===== config.mk =====
export PLATFORM = sky130hd
export DESIGN_NAME = spi_regfront
export DESIGN_NICKNAME = d
export VERILOG_FILES = /design/src/rtl/spi_regfront_pkg.sv /design/src/rtl/srf_fifo.sv /design/src/rtl/srf_cfg.sv /design/src/rtl/spi_regfront.sv
export SDC_FILE = /design/constraint.sdc
export NUM_CORES = 1
export LEC_CHECK = 0
export BUFFER_PORTS_ARGS = -buffer_cell sky130_fd_sc_hd__buf_2
export CAP_MARGIN = 30
export CELL_PAD_IN_SITES_DETAIL_PLACEMENT = 1
export CELL_PAD_IN_SITES_GLOBAL_PLACEMENT = 2
export CORE_UTILIZATION = 50
export DETAILED_ROUTE_END_ITERATION = 7
export PLACE_DENSITY = 0.88
export SYNTH_ARGS = -nofsm -noshare
export SYNTH_HDL_FRONTEND = slang
export SYNTH_SLANG_ARGS = --single-unit

===== constraint.sdc =====
create_clock -name clk -period 6.05 [get_ports clk]
set_input_delay 0 -clock clk [delete_from_list [all_inputs] [get_ports clk]]
set_output_delay 0 -clock clk [all_outputs]
set_load 0.05 [all_outputs]

===== src/rtl/spi_regfront_pkg.sv =====
package spi_regfront_pkg;

    localparam logic [7:0] A_CTRL0 = 8'h00;
    localparam logic [7:0] A_ENBL  = 8'h08;
    localparam logic [7:0] A_SSEL  = 8'h10;
    localparam logic [7:0] A_BAUD  = 8'h14;
    localparam logic [7:0] A_TXTHR = 8'h18;
    localparam logic [7:0] A_RXTHR = 8'h1C;
    localparam logic [7:0] A_TXLVL = 8'h20;
    localparam logic [7:0] A_RXLVL = 8'h24;
    localparam logic [7:0] A_STAT  = 8'h28;
    localparam logic [7:0] A_MASK  = 8'h2C;
    localparam logic [7:0] A_DATA  = 8'h60;

    // frame configuration word, packed so that bit positions match the map
    typedef struct packed {
        logic [1:0] tmode;
        logic       cpol;
        logic       cpha;
        logic [1:0] fmt;
        logic [3:0] fsz_m1;
    } ctrl0_t;

    localparam ctrl0_t CTRL0_RST = '{tmode: 2'd0, cpol: 1'b0, cpha: 1'b0,
                                     fmt: 2'd0, fsz_m1: 4'd7};

    typedef struct packed {
        logic dcol;
        logic txerr;
        logic rx_full;
        logic rx_nempty;
        logic tx_empty;
        logic tx_nfull;
        logic busy;
    } stat_t;

    function automatic logic [31:0] stat_word(input stat_t s);
        return {25'd0, s};
    endfunction

endpackage


===== src/rtl/srf_fifo.sv =====
module srf_fifo #(
    parameter  int W     = 16,
    parameter  int DEPTH = 16,
    localparam int PW    = (DEPTH > 1) ? $clog2(DEPTH) : 1,
    localparam int CW    = $clog2(DEPTH + 1)
) (
    input  logic          clk,
    input  logic          rst,
    input  logic          clr,
    input  logic          push,
    input  logic [W-1:0]  wdata,
    input  logic          pop,
    output logic [W-1:0]  rdata,
    output logic [CW-1:0] count,
    output logic          full,
    output logic          empty
);
    logic [W-1:0]  mem [DEPTH];
    logic [PW-1:0] wptr, rptr;
    logic          do_push, do_pop;

    function automatic logic [PW-1:0] step(input logic [PW-1:0] p);
        return (p == PW'(DEPTH - 1)) ? '0 : p + 1'b1;
    endfunction

    assign full    = (count == CW'(DEPTH));
    assign empty   = (count == '0);
    assign do_push = push && !full;
    assign do_pop  = pop && !empty;
    assign rdata   = empty ? '0 : mem[rptr];

    always_ff @(posedge clk) begin
        if (rst || clr) begin
            wptr  <= '0;
            rptr  <= '0;
            count <= '0;
        end else begin
            if (do_push) wptr <= step(wptr);
            if (do_pop)  rptr <= step(rptr);
            count <= count + CW'(do_push) - CW'(do_pop);
        end
    end

    always_ff @(posedge clk) begin
        if (!rst && !clr && do_push) mem[wptr] <= wdata;
    end


    count_bound_chk: assert property (@(posedge clk) disable iff (rst)
        count <= CW'(DEPTH));


    pushpop_level_chk: assert property (@(posedge clk) disable iff (rst)
        (!clr && push && pop && !full && !empty) |=> $stable(count));


    full_drop_chk: assert property (@(posedge clk) disable iff (rst)
        (!clr && push && full && !pop) |=> (count == CW'(DEPTH)));

endmodule


===== src/rtl/srf_cfg.sv =====
module srf_cfg
    import spi_regfront_pkg::*;
#(
    parameter  int DEPTH  = 16,
    parameter  int NSS    = 4,
    parameter  int BAUD_W = 16,
    parameter  int MASK_W = 8,
    localparam int TW     = $clog2(DEPTH + 1)
) (
    input  logic              clk,
    input  logic              rst,
    input  logic              wr_en,
    input  logic [7:0]        addr,
    input  logic [31:0]       wdata,
    input  logic              ovf_set,
    output logic              en_q,
    output logic              en_next,
    output ctrl0_t            ctrl0_q,
    output logic [NSS-1:0]    ssel_q,
    output logic [BAUD_W-1:0] baud_q,
    output logic [TW-1:0]     txthr_q,
    output logic [TW-1:0]     rxthr_q,
    output logic [MASK_W-1:0] mask_q,
    output logic              txerr_q
);
    logic cfg_open;
    logic thr_ok;

    assign cfg_open = wr_en && !en_q;
    assign thr_ok   = (wdata < 32'(DEPTH));
    assign en_next  = (wr_en && addr == A_ENBL) ? wdata[0] : en_q;

    always_ff @(posedge clk) begin
        if (rst) begin
            en_q    <= 1'b0;
            ctrl0_q <= CTRL0_RST;
            ssel_q  <= '0;
            baud_q  <= '0;
            txthr_q <= '0;
            rxthr_q <= '0;
            mask_q  <= '1;
            txerr_q <= 1'b0;
        end else begin
            en_q <= en_next;
            if (cfg_open && addr == A_CTRL0) ctrl0_q <= ctrl0_t'(wdata[9:0]);
            if (cfg_open && addr == A_SSEL)  ssel_q  <= wdata[NSS-1:0];
            if (cfg_open && addr == A_BAUD)  baud_q  <= wdata[BAUD_W-1:0];
            if (wr_en && addr == A_TXTHR && thr_ok) txthr_q <= wdata[TW-1:0];
            if (wr_en && addr == A_RXTHR && thr_ok) rxthr_q <= wdata[TW-1:0];
            if (wr_en && addr == A_MASK) mask_q <= wdata[MASK_W-1:0];
            if (!en_next)     txerr_q <= 1'b0;
            else if (ovf_set) txerr_q <= 1'b1;
        end
    end


    ctrl_locked_chk: assert property (@(posedge clk) disable iff (rst)
        (en_q && wr_en && addr == A_CTRL0) |=> $stable(ctrl0_q));


    baud_locked_chk: assert property (@(posedge clk) disable iff (rst)
        (en_q && wr_en && addr == A_BAUD) |=> $stable(baud_q));


    thr_range_chk: assert property (@(posedge clk) disable iff (rst)
        (txthr_q < TW'(DEPTH)) && (rxthr_q < TW'(DEPTH)));

endmodule


===== src/rtl/spi_regfront.sv =====
module spi_regfront
    import spi_regfront_pkg::*;
#(
    parameter  int FW     = 16,
    parameter  int DEPTH  = 16,
    parameter  int NSS    = 4,
    parameter  int BAUD_W = 16,
    parameter  int MASK_W = 8,
    localparam int CW     = $clog2(DEPTH + 1),
    localparam int TW     = $clog2(DEPTH + 1)
) (
    input  logic              clk,
    input  logic              rst,
    input  logic              psel,
    input  logic              penable,
    input  logic              pwrite,
    input  logic [7:0]        paddr,
    input  logic [31:0]       pwdata,
    output logic [31:0]       prdata,
    output logic              cfg_en,
    output logic [3:0]        cfg_fsz_m1,
    output logic              cfg_cpha,
    output logic              cfg_cpol,
    output logic [1:0]        cfg_tmode,
    output logic [NSS-1:0]    cfg_ssel,
    output logic [BAUD_W-1:0] cfg_baud,
    output logic [MASK_W-1:0] irq_mask,
    input  logic              eng_busy,
    output logic              tx_valid,
    output logic [FW-1:0]     tx_data,
    input  logic              tx_pop,
    input  logic              rx_push,
    input  logic [FW-1:0]     rx_data
);
    logic              wr_en, rd_en, data_wr, data_rd;
    logic              en_q, en_next, txerr_q, ovf_set;
    ctrl0_t            ctrl0_q;
    logic [TW-1:0]     txthr_q, rxthr_q;
    logic [CW-1:0]     tx_cnt, rx_cnt;
    logic              tx_full, tx_empty, rx_full, rx_empty;
    logic [FW-1:0]     rx_head;
    stat_t             stat;

    assign wr_en   = psel && penable && pwrite;
    assign rd_en   = psel && penable && !pwrite;
    assign data_wr = wr_en && (paddr == A_DATA);
    assign data_rd = rd_en && (paddr == A_DATA);
    assign ovf_set = data_wr && tx_full && en_q;

    srf_cfg #(.DEPTH(DEPTH), .NSS(NSS), .BAUD_W(BAUD_W), .MASK_W(MASK_W)) u_cfg (
        .clk(clk), .rst(rst), .wr_en(wr_en), .addr(paddr), .wdata(pwdata),
        .ovf_set(ovf_set), .en_q(en_q), .en_next(en_next), .ctrl0_q(ctrl0_q),
        .ssel_q(cfg_ssel), .baud_q(cfg_baud), .txthr_q(txthr_q),
        .rxthr_q(rxthr_q), .mask_q(irq_mask), .txerr_q(txerr_q)
    );

    srf_fifo #(.W(FW), .DEPTH(DEPTH)) u_txq (
        .clk(clk), .rst(rst), .clr(!en_next), .push(data_wr),
        .wdata(pwdata[FW-1:0]), .pop(tx_pop), .rdata(tx_data),
        .count(tx_cnt), .full(tx_full), .empty(tx_empty)
    );

    srf_fifo #(.W(FW), .DEPTH(DEPTH)) u_rxq (
        .clk(clk), .rst(rst), .clr(!en_next), .push(rx_push),
        .wdata(rx_data), .pop(data_rd), .rdata(rx_head),
        .count(rx_cnt), .full(rx_full), .empty(rx_empty)
    );

    assign cfg_en     = en_q;
    assign cfg_fsz_m1 = ctrl0_q.fsz_m1;
    assign cfg_cpha   = ctrl0_q.cpha;
    assign cfg_cpol   = ctrl0_q.cpol;
    assign cfg_tmode  = ctrl0_q.tmode;
    assign tx_valid   = !tx_empty;

    always_comb begin
        stat           = '0;
        stat.busy      = eng_busy;
        stat.tx_nfull  = !tx_full;
        stat.tx_empty  = tx_empty;
        stat.rx_nempty = !rx_empty;
        stat.rx_full   = rx_full;
        stat.txerr     = txerr_q;
        stat.dcol      = 1'b0;
    end

    always_comb begin
        prdata = '0;
        if (rd_en) begin
            case (paddr)
                A_CTRL0: prdata = 32'(ctrl0_q);
                A_ENBL:  prdata = 32'(en_q);
                A_SSEL:  prdata = 32'(cfg_ssel);
                A_BAUD:  prdata = 32'(cfg_baud);
                A_TXTHR: prdata = 32'(txthr_q);
                A_RXTHR: prdata = 32'(rxthr_q);
                A_TXLVL: prdata = 32'(tx_cnt);
                A_RXLVL: prdata = 32'(rx_cnt);
                A_STAT:  prdata = stat_word(stat);
                A_MASK:  prdata = 32'(irq_mask);
                A_DATA:  prdata = 32'(rx_head);
                default: prdata = '0;
            endcase
        end
    end


    flush_chk: assert property (@(posedge clk) disable iff (rst)
        (en_q && !en_next) |=> (tx_cnt == '0 && rx_cnt == '0 && !txerr_q));


    idle_empty_chk: assert property (@(posedge clk) disable iff (rst)
        !en_q |-> (!tx_valid && rx_empty));

endmodule


==> results of run 1 <==
cell usage after synthesis, drive strengths merged, types with 4 or more instances:
library cell	number	area, µm²
edfxtp	512	15370
mux4	152	3423
dfxtp	84	1682
buf	68	409.1
nand2	67	254.0
nor2	62	232.7
a21oi	44	220.2
and2	38	237.7
mux2i	36	360.4
inv	27	101.3
clkbuf	25	95.09
ha	22	275.3
nand3	18	110.1
nor4	18	193.9
nor3	13	70.07
o21ai	12	60.06
a22o	10	87.58
a22oi	10	75.07
a31oi	9	56.30
nor2b	9	56.30
a211o	8	70.07
xor2	8	70.07
a221oi	7	61.31
and3	7	43.79
nand3b	5	37.54
nor3b	5	47.54
nor4b	5	71.32
a21o	4	30.03
or3	4	25.02
or4	4	33.78
through the flow:
stage               instances  instance area [µm²]  utilization [%]
floorplan                1349                24300                -
global placement         2025                25440            53.27
detailed placement       2032                25540            53.49
CTS                      2173                27630            57.86
global route             2185                27860            58.35
finish                   2186                27860            58.36
sequential cells by signal, summed over array words and instances, names as in the netlist, 4 cells and up, named ones only:
signal	count
u_cfg.ssel_q	4
u_rxq.rptr	4
u_cfg.mask_q	8
u_txq.mem	256
u_txq.wptr	4
u_cfg.ctrl0_q	10
u_rxq.wptr	4
u_txq.rptr	4
u_cfg.rxthr_q	5
u_cfg.txthr_q	5
u_txq.count	5
u_rxq.count	5
u_rxq.mem	256
u_cfg.baud_q	16
critical path, cell delays in order, from the launching register on:
cell	delay (ps)
dfxtp_4	890
buf_4	610
mux4_2	630
mux4_2	510
and2_1	170
buf_2	200
repair_timing:
| item | in CTS | in global routing |
|---|---|---|
| setup buffers | 0 | 0 |
| hold buffers | 33 | 0 |
| hold endpoints to repair | 555 | 0 |
cell type report:
cell class                      instances  area, µm²
Antenna cell                            1      2.502
Sequential cell                       596      17070
Tap cell                              615      769.5
Timing Repair Buffer                  206       1490
Clock buffer                           73       1518
Fill cell                            4256      19880
Inverter                               27      101.3
Clock inverter                         35      241.5
Multi-Input combinational cell        633       6675
power groups by stage:
stage | clock [mW] | sequential, mW | combinational, mW
detailed placement | 0 | 4.54 | 0.140
floorplan | 0 | 4.54 | 0.0616
global placement | 0 | 4.54 | 0.132
finish | 3.40 | 4.45 | 0.161
global route | 3.58 | 4.45 | 0.171
CTS | 3.45 | 4.45 | 0.158
metal layers:
metal,GRT usage [%],vias to the layer above
met2,42.34,521
met1,34.18,7100
met3,5.290,116
li1,-,5697
met4,10.46,0
met5,0,-
cells by family after synthesis:
| family | share of synthesized area [%] |
|---|---|
| AO/OA/AOI/OAI | 3.577 |
| adder cells (fa/ha/maj) | 1.301 |
| flip-flops | 70.36 |
| multiplexers | 15.65 |
| other | 0.01547 |
| buffers and inverters | 2.498 |
| XOR/XNOR | 0.3975 |
| AND/OR/NAND/NOR | 6.199 |
how the worst max path moves through the flow:
stage,from,endpoint,slack [ps],cells past startpoint
2_1_floorplan,paddr[1],u_txq.mem[2][0],3030,8
3_5_place_dp,paddr[3],u_rxq.count[4],2600,15
3_3_place_gp,paddr[3],u_rxq.count[4],2710,15
4_1_cts,register,prdata[8],2310,7
5_1_grt,register,prdata[8],2180,7
6_report,register,tx_data[13],2390,5
==> results.ini, run 1 <==
[hold_path]
holdCritPathClass=primary input to register
hold_start=tx_pop
worst_hold_path.endpoint=u_txq.rptr[2]
worstHoldPathCells=5

[logic_synthesis]
synth_cell_types=71
yosys_warnings=0
syn_inst=1334
postSynthRegisterBits=596
async_flop_share_pct=0
synth_enable_flop_cells=512
synthesis.area_per_instance_um2=18.17
synthFlopType=edfxtp_1
synth-seq-area-share_pct=70.36
synth.cell_area_um2=24240

[pwr]
power.share.combinational_pct=2.0
portion_of_total_power_attributed_to_sequential_cells_pct=55.6
switching_share_pct=20.71
totalPowerFinal_mw=8.015
vdd_ir_drop_max_uv=274.3
power_density_nw_per_um2=287.6
p_leak_nw=8.896
total_switching_power_mw=1.660
power.internal_mw=6.355
clock_power_share_pct=42.4

[critical_path]
cp-start-kind=register
timing.critical_path.required_ps=6050
worst-r2r-setup-slack_ps=2550
r2r_end=u_txq.count[4]
rr_startpoint=u_txq.count[2]
timing.critical_path.to_type=primary output
r2r.worst_path.cells=14
timing.setup.critical_path_class=register to primary output
critical_path_maximum_fanout=38
worst_ep_arrival_time_ps=3660

[cts]
cts-htree-levels=2
clock_tree.root_cell=clkbuf_16
cts_tree=yes
cts-root-to-sink-buffers=3
clock_sink_count=596
worstSkewPairLatency_ps=620
path_clk_slew_ps=60
cts_repair_resize_count=0
cts-buffers-inserted=58

[finish]
area_added_between_synthesis_and_finish_pct=14.94
most-common-layout-cells=512 x edfxtp_1, 152 x mux4_2, 133 x buf_2
drive_above_1_share_pct=28.22
layout.nets=1610
final_common_cell=edfxtp_1

[global_route]
gr-usage-all-layers_pct=25.90
grt_remaining_overflow=0
antenna_found_initial=0
grt_pass1_wl_um=93010
grt_start_max_net_pins=65
grt_pass1_vias=14300

[die]
chipWidth_um=222.2
ioPinCount=150
floorplan.die_area_um2=49370
die_y_um=222.2
floorplan.rows=80
core-area_um2=47750
floorplan.initialDensity_pct=50.77

[placement]
routability_congestion_estimate=0.8862
detailedPlace.worstSlack_ps=2600
detailed_place_hpwl_um=39310
buffer_ports.inserted=133

[sta]
timing.final.ws_setup_ps=2393
totalNegativeSetupSlack_ps=0
maxClockFrequency_ghz=0.2734
clock-skew-final_ps=22.20
timing.final.crit_period_ps=3657
finalMaxSlewViolations=0
max_slew_margin_pct=33.37
hold_ws_ps=31.58
rsz_0062_raised_after_global_routing=false
tightestPinTransition_ps=999.4
finalCritPeriodShare_pct=60.45
setup_viol=0
final_hold_violations=0

[run]
max_cap_violations=0

[routing]
wl_met2_um=32070
drt_drc_violations_left=0
avgRoutedWirePerCell_um=29.19
drt-total-wl_um=63820
met3WireLength_um=4018
drt-initial-drc-count=1279
wl_met1_um=25560
ant_nets=0
drt-vias-per-instance=6.145
route.top_layer_used=met4
firstDrtPassIters=7
via_count=13430

[status]
status=complete, no violations

No activity file was read; power rests on OpenSTA's default activity.
==> run 2: changes to the inputs <==
--- a/config.mk
+++ b/config.mk
@@ -9,9 +9,9 @@
 export CAP_MARGIN = 30
 export CELL_PAD_IN_SITES_DETAIL_PLACEMENT = 1
 export CELL_PAD_IN_SITES_GLOBAL_PLACEMENT = 2
-export CORE_UTILIZATION = 50
+export CORE_UTILIZATION = 46
 export DETAILED_ROUTE_END_ITERATION = 7
-export PLACE_DENSITY = 0.88
+export PLACE_DENSITY = 0.82
 export SYNTH_ARGS = -nofsm -noshare
 export SYNTH_HDL_FRONTEND = slang
 export SYNTH_SLANG_ARGS = --single-unit
==> constraint.sdc (replaced) <==
create_clock -name clk -period 3.4 [get_ports clk]
set_input_delay 0 -clock clk [delete_from_list [all_inputs] [get_ports clk]]
set_output_delay 0 -clock clk [all_outputs]
set_load 0.05 [all_outputs]
==> results.ini, run 2 (synthesis gave the netlist of run 1 again) <==
[finish]
most-common-layout-cells=512 x edfxtp_1, 152 x mux4_2, 133 x buf_2  ; unchanged
final_common_cell=edfxtp_1  ; unchanged
nFillCells=4726  ; was 4256
layout_top_registers=u_rxq.mem (256), u_txq.mem (256), u_cfg.baud_q (16)  ; unchanged
layout.nets=1641  ; was 1610
seq_area_um2=17070  ; unchanged
multi_input_comb_area_um2=6695  ; was 6675 µm²
drive_above_1_share_pct=30.42  ; was 28.22%
area_added_between_synthesis_and_finish_pct=16.93  ; was 14.94%

[critical_path]
cp-start-kind=register  ; unchanged
critical_path_maximum_fanout=16  ; was 38
timing.critical_path.required_ps=3400  ; was 6050 ps
path_delay_family=multiplexers  ; unchanged
cp_num_buf_inv=2  ; unchanged
rr_startpoint=u_txq.count[2]  ; unchanged
worst_ep_arrival_time_ps=3250  ; was 3660 ps
r2r_end=u_txq.count[4]  ; unchanged
crit_path_end=prdata[8]  ; was tx_data[13]
critPathSlowestCell=dfxtp_2  ; was dfxtp_4
cpMostUsedCell=mux2i_1  ; was mux4_2
worst-r2r-setup-slack_ps=330  ; was 2550 ps
critical-path-max-stage-delay_ps=610  ; was 890 ps
timing.critical_path.to_type=primary output  ; unchanged
timing.critical_path.cells=buf_4 > mux4_2 > mux2i_1 > mux2i_1 > a222oi_1 > nor2_1 > buf_2  ; was buf_4 > mux4_2 > mux4_2 > and2_1 > buf_2
timing.setup.critical_path_class=register to primary output  ; unchanged
cp_num_cells=7  ; was 5
r2r.worst_path.cells=14  ; unchanged

[sta]
finalCritPeriodShare_pct=95.46
setup_viol=0  ; unchanged
max_slew_margin_pct=32.44  ; was 33.37%
maxClockFrequency_ghz=0.3081
finalMaxSlewViolations=0  ; unchanged
tightestPinTransition_ps=1004  ; was 999.4 ps
clock-skew-final_ps=47.76  ; was 22.20 ps
rsz_0062_raised_after_global_routing=false  ; unchanged
totalNegativeSetupSlack_ps=0  ; unchanged
final_hold_violations=0  ; unchanged
timing.final.crit_period_ps=3246

[placement]
routability_congestion_estimate=0.8674  ; was 0.8862
buffer_ports.inserted=133  ; unchanged
detailed_place_hpwl_um=39690  ; was 39310 µm

[die]
ioPinCount=150  ; unchanged
floorplan.rows=83  ; was 80
chipWidth_um=231.6  ; was 222.2 µm
floorplan.die_area_um2=53620  ; was 49370 µm²
die_y_um=231.6  ; was 222.2 µm
floorplan.initialDensity_pct=46.87  ; was 50.77%
core-area_um2=51720  ; was 47750 µm²

[hold_path]
holdCritPathClass=primary input to register  ; unchanged

[pwr]
power_density_nw_per_um2=522.7  ; was 287.6 nW/µm²
totalPowerFinal_mw=14.82  ; was 8.015 mW
vdd_ir_drop_max_uv=460.2  ; was 274.3 µV
p_leak_nw=9.112  ; was 8.896 nW

[cts]
cts-buffers-inserted=60  ; was 58
cts_tree=yes  ; unchanged
cts-root-to-sink-buffers=3  ; unchanged
cts-htree-levels=2  ; unchanged
worstSkewPairLatency_ps=630  ; was 620 ps
path_clk_slew_ps=60  ; about the same
post-cts-setup-buffer-count=0  ; unchanged
clock_tree.root_cell=clkbuf_16  ; unchanged
cts_repair_resize_count=0  ; unchanged
clock_sink_count=596  ; unchanged

[routing]
drt-vias-per-instance=5.826  ; was 6.145
via_count=13310  ; was 13.43k
drt_drc_violations_left=0  ; unchanged
firstDrtPassIters=5  ; was 7
drt-initial-drc-count=1130  ; was 1279
ant_nets=0  ; unchanged
avgRoutedWirePerCell_um=27.56  ; was 29.19 µm
drt-total-wl_um=62970  ; was 63820 µm

[global_route]
antenna_found_initial=1  ; was 0
gr-usage-all-layers_pct=23.80  ; was 25.90%
grt_pass1_vias=14240  ; was 14.30k
grt_remaining_overflow=0  ; unchanged
grt_pass1_wl_um=92250  ; was 93010 µm
grt_start_max_net_pins=65  ; unchanged

[run]
max_cap_violations=0  ; unchanged

[status]
status=complete, no violations  ; unchanged

## run 2: cell count changes in the layout (fill, tap and decap cells not counted), sizes merged
| cell | before | now |
|---|---|---|
| buf | 173 | 198 |
| bufinv | 2 | 6 |
| clkbuf | 73 | 68 |
| clkinv | 31 | 32 |
| clkinvlp | 0 | 6 |
| dlygate4sd3 | 33 | 37 |
| inv | 29 | 28 |
## run 2: final cells by class
type	instances	area share [%]
Antenna cell	1	0.008828
Clock buffer	68	5.548
Clock inverter	45	1.487
Inverter	27	0.3575
Multi-Input combinational cell	633	23.62
Sequential cell	596	60.20
Tap cell	680	3.001
Timing Repair Buffer	235	5.773
## run 2: worst reg2reg max path: cells and delay by family (launching register included)
| family | cells | cell delay, ps |
|---|---|---|
| AO/OA/AOI/OAI | 2 | 270 |
| adder cells (fa/ha/maj) | 4 | 850 |
| AND/OR/NAND/NOR | 4 | 1330 |
| buffers and inverters | 4 | 250 |
| flip-flops | 1 | 330 |
## run 2: worst min-delay path by stage
stage | startpoint | end | slack, ps | cells after the start
floorplan | rx_data[0] | u_rxq.mem[0][0] | 100 | 0
global placement | rx_data[15] | u_rxq.mem[9][15] | 370 | 1
detailed placement | rx_data[14] | u_rxq.mem[3][14] | 380 | 1
CTS | psel | u_cfg.mask_q[1] | 5 | 5
global route | paddr[3] | u_cfg.txerr_q | 40 | 6
finish | psel | u_cfg.mask_q[1] | 40 | 5
## run 2: power by group
| group | leakage [nW] | internal, mW | switching (mW) |
|---|---|---|---|
| registers | 5.28 | 7.92 | 0.000321 |
| clock network | 0.960 | 3.78 | 2.82 |
| logic | 2.87 | 0.0760 | 0.213 |
| total | 9.11 | 11.8 | 3.04 |
## run 2: repair_timing
action	in CTS	in global routing
endpoints found under the setup margin	0	0
endpoints found under the hold margin	561	0
hold buffers	37	0
## run 2: metrics by stage
stage | std cells | cell area (µm²) | hold WS (ps) | utilization [%] | setup WS (ps)
after global placement | 2129 | 25880 | 365.6 | 50.04 | 351.0
final | 2285 | 28350 | 41.54 | 54.81 | 154.2
after CTS | 2284 | 28340 | 4.961 | 54.81 | 102.8
after detailed placement | 2134 | 25980 | 384.6 | 50.23 | 358.9
after floorplan | 1349 | 24300 | 98.87 | - | 375.9
after global routing | 2285 | 28350 | 39.86 | 54.81 | 27.22
## run 2: layer usage
layer  wire length, µm  share of wire, %  global-route usage (%)  vias up
li1                  -                 -                       -     5744
met1             25560                41                   30.89     6986
met2             31700                50                   40.37      482
met3              4140               6.6                   5.253      100
met4              1570               2.5                   6.600        0
met5                 0                 0                       0        -
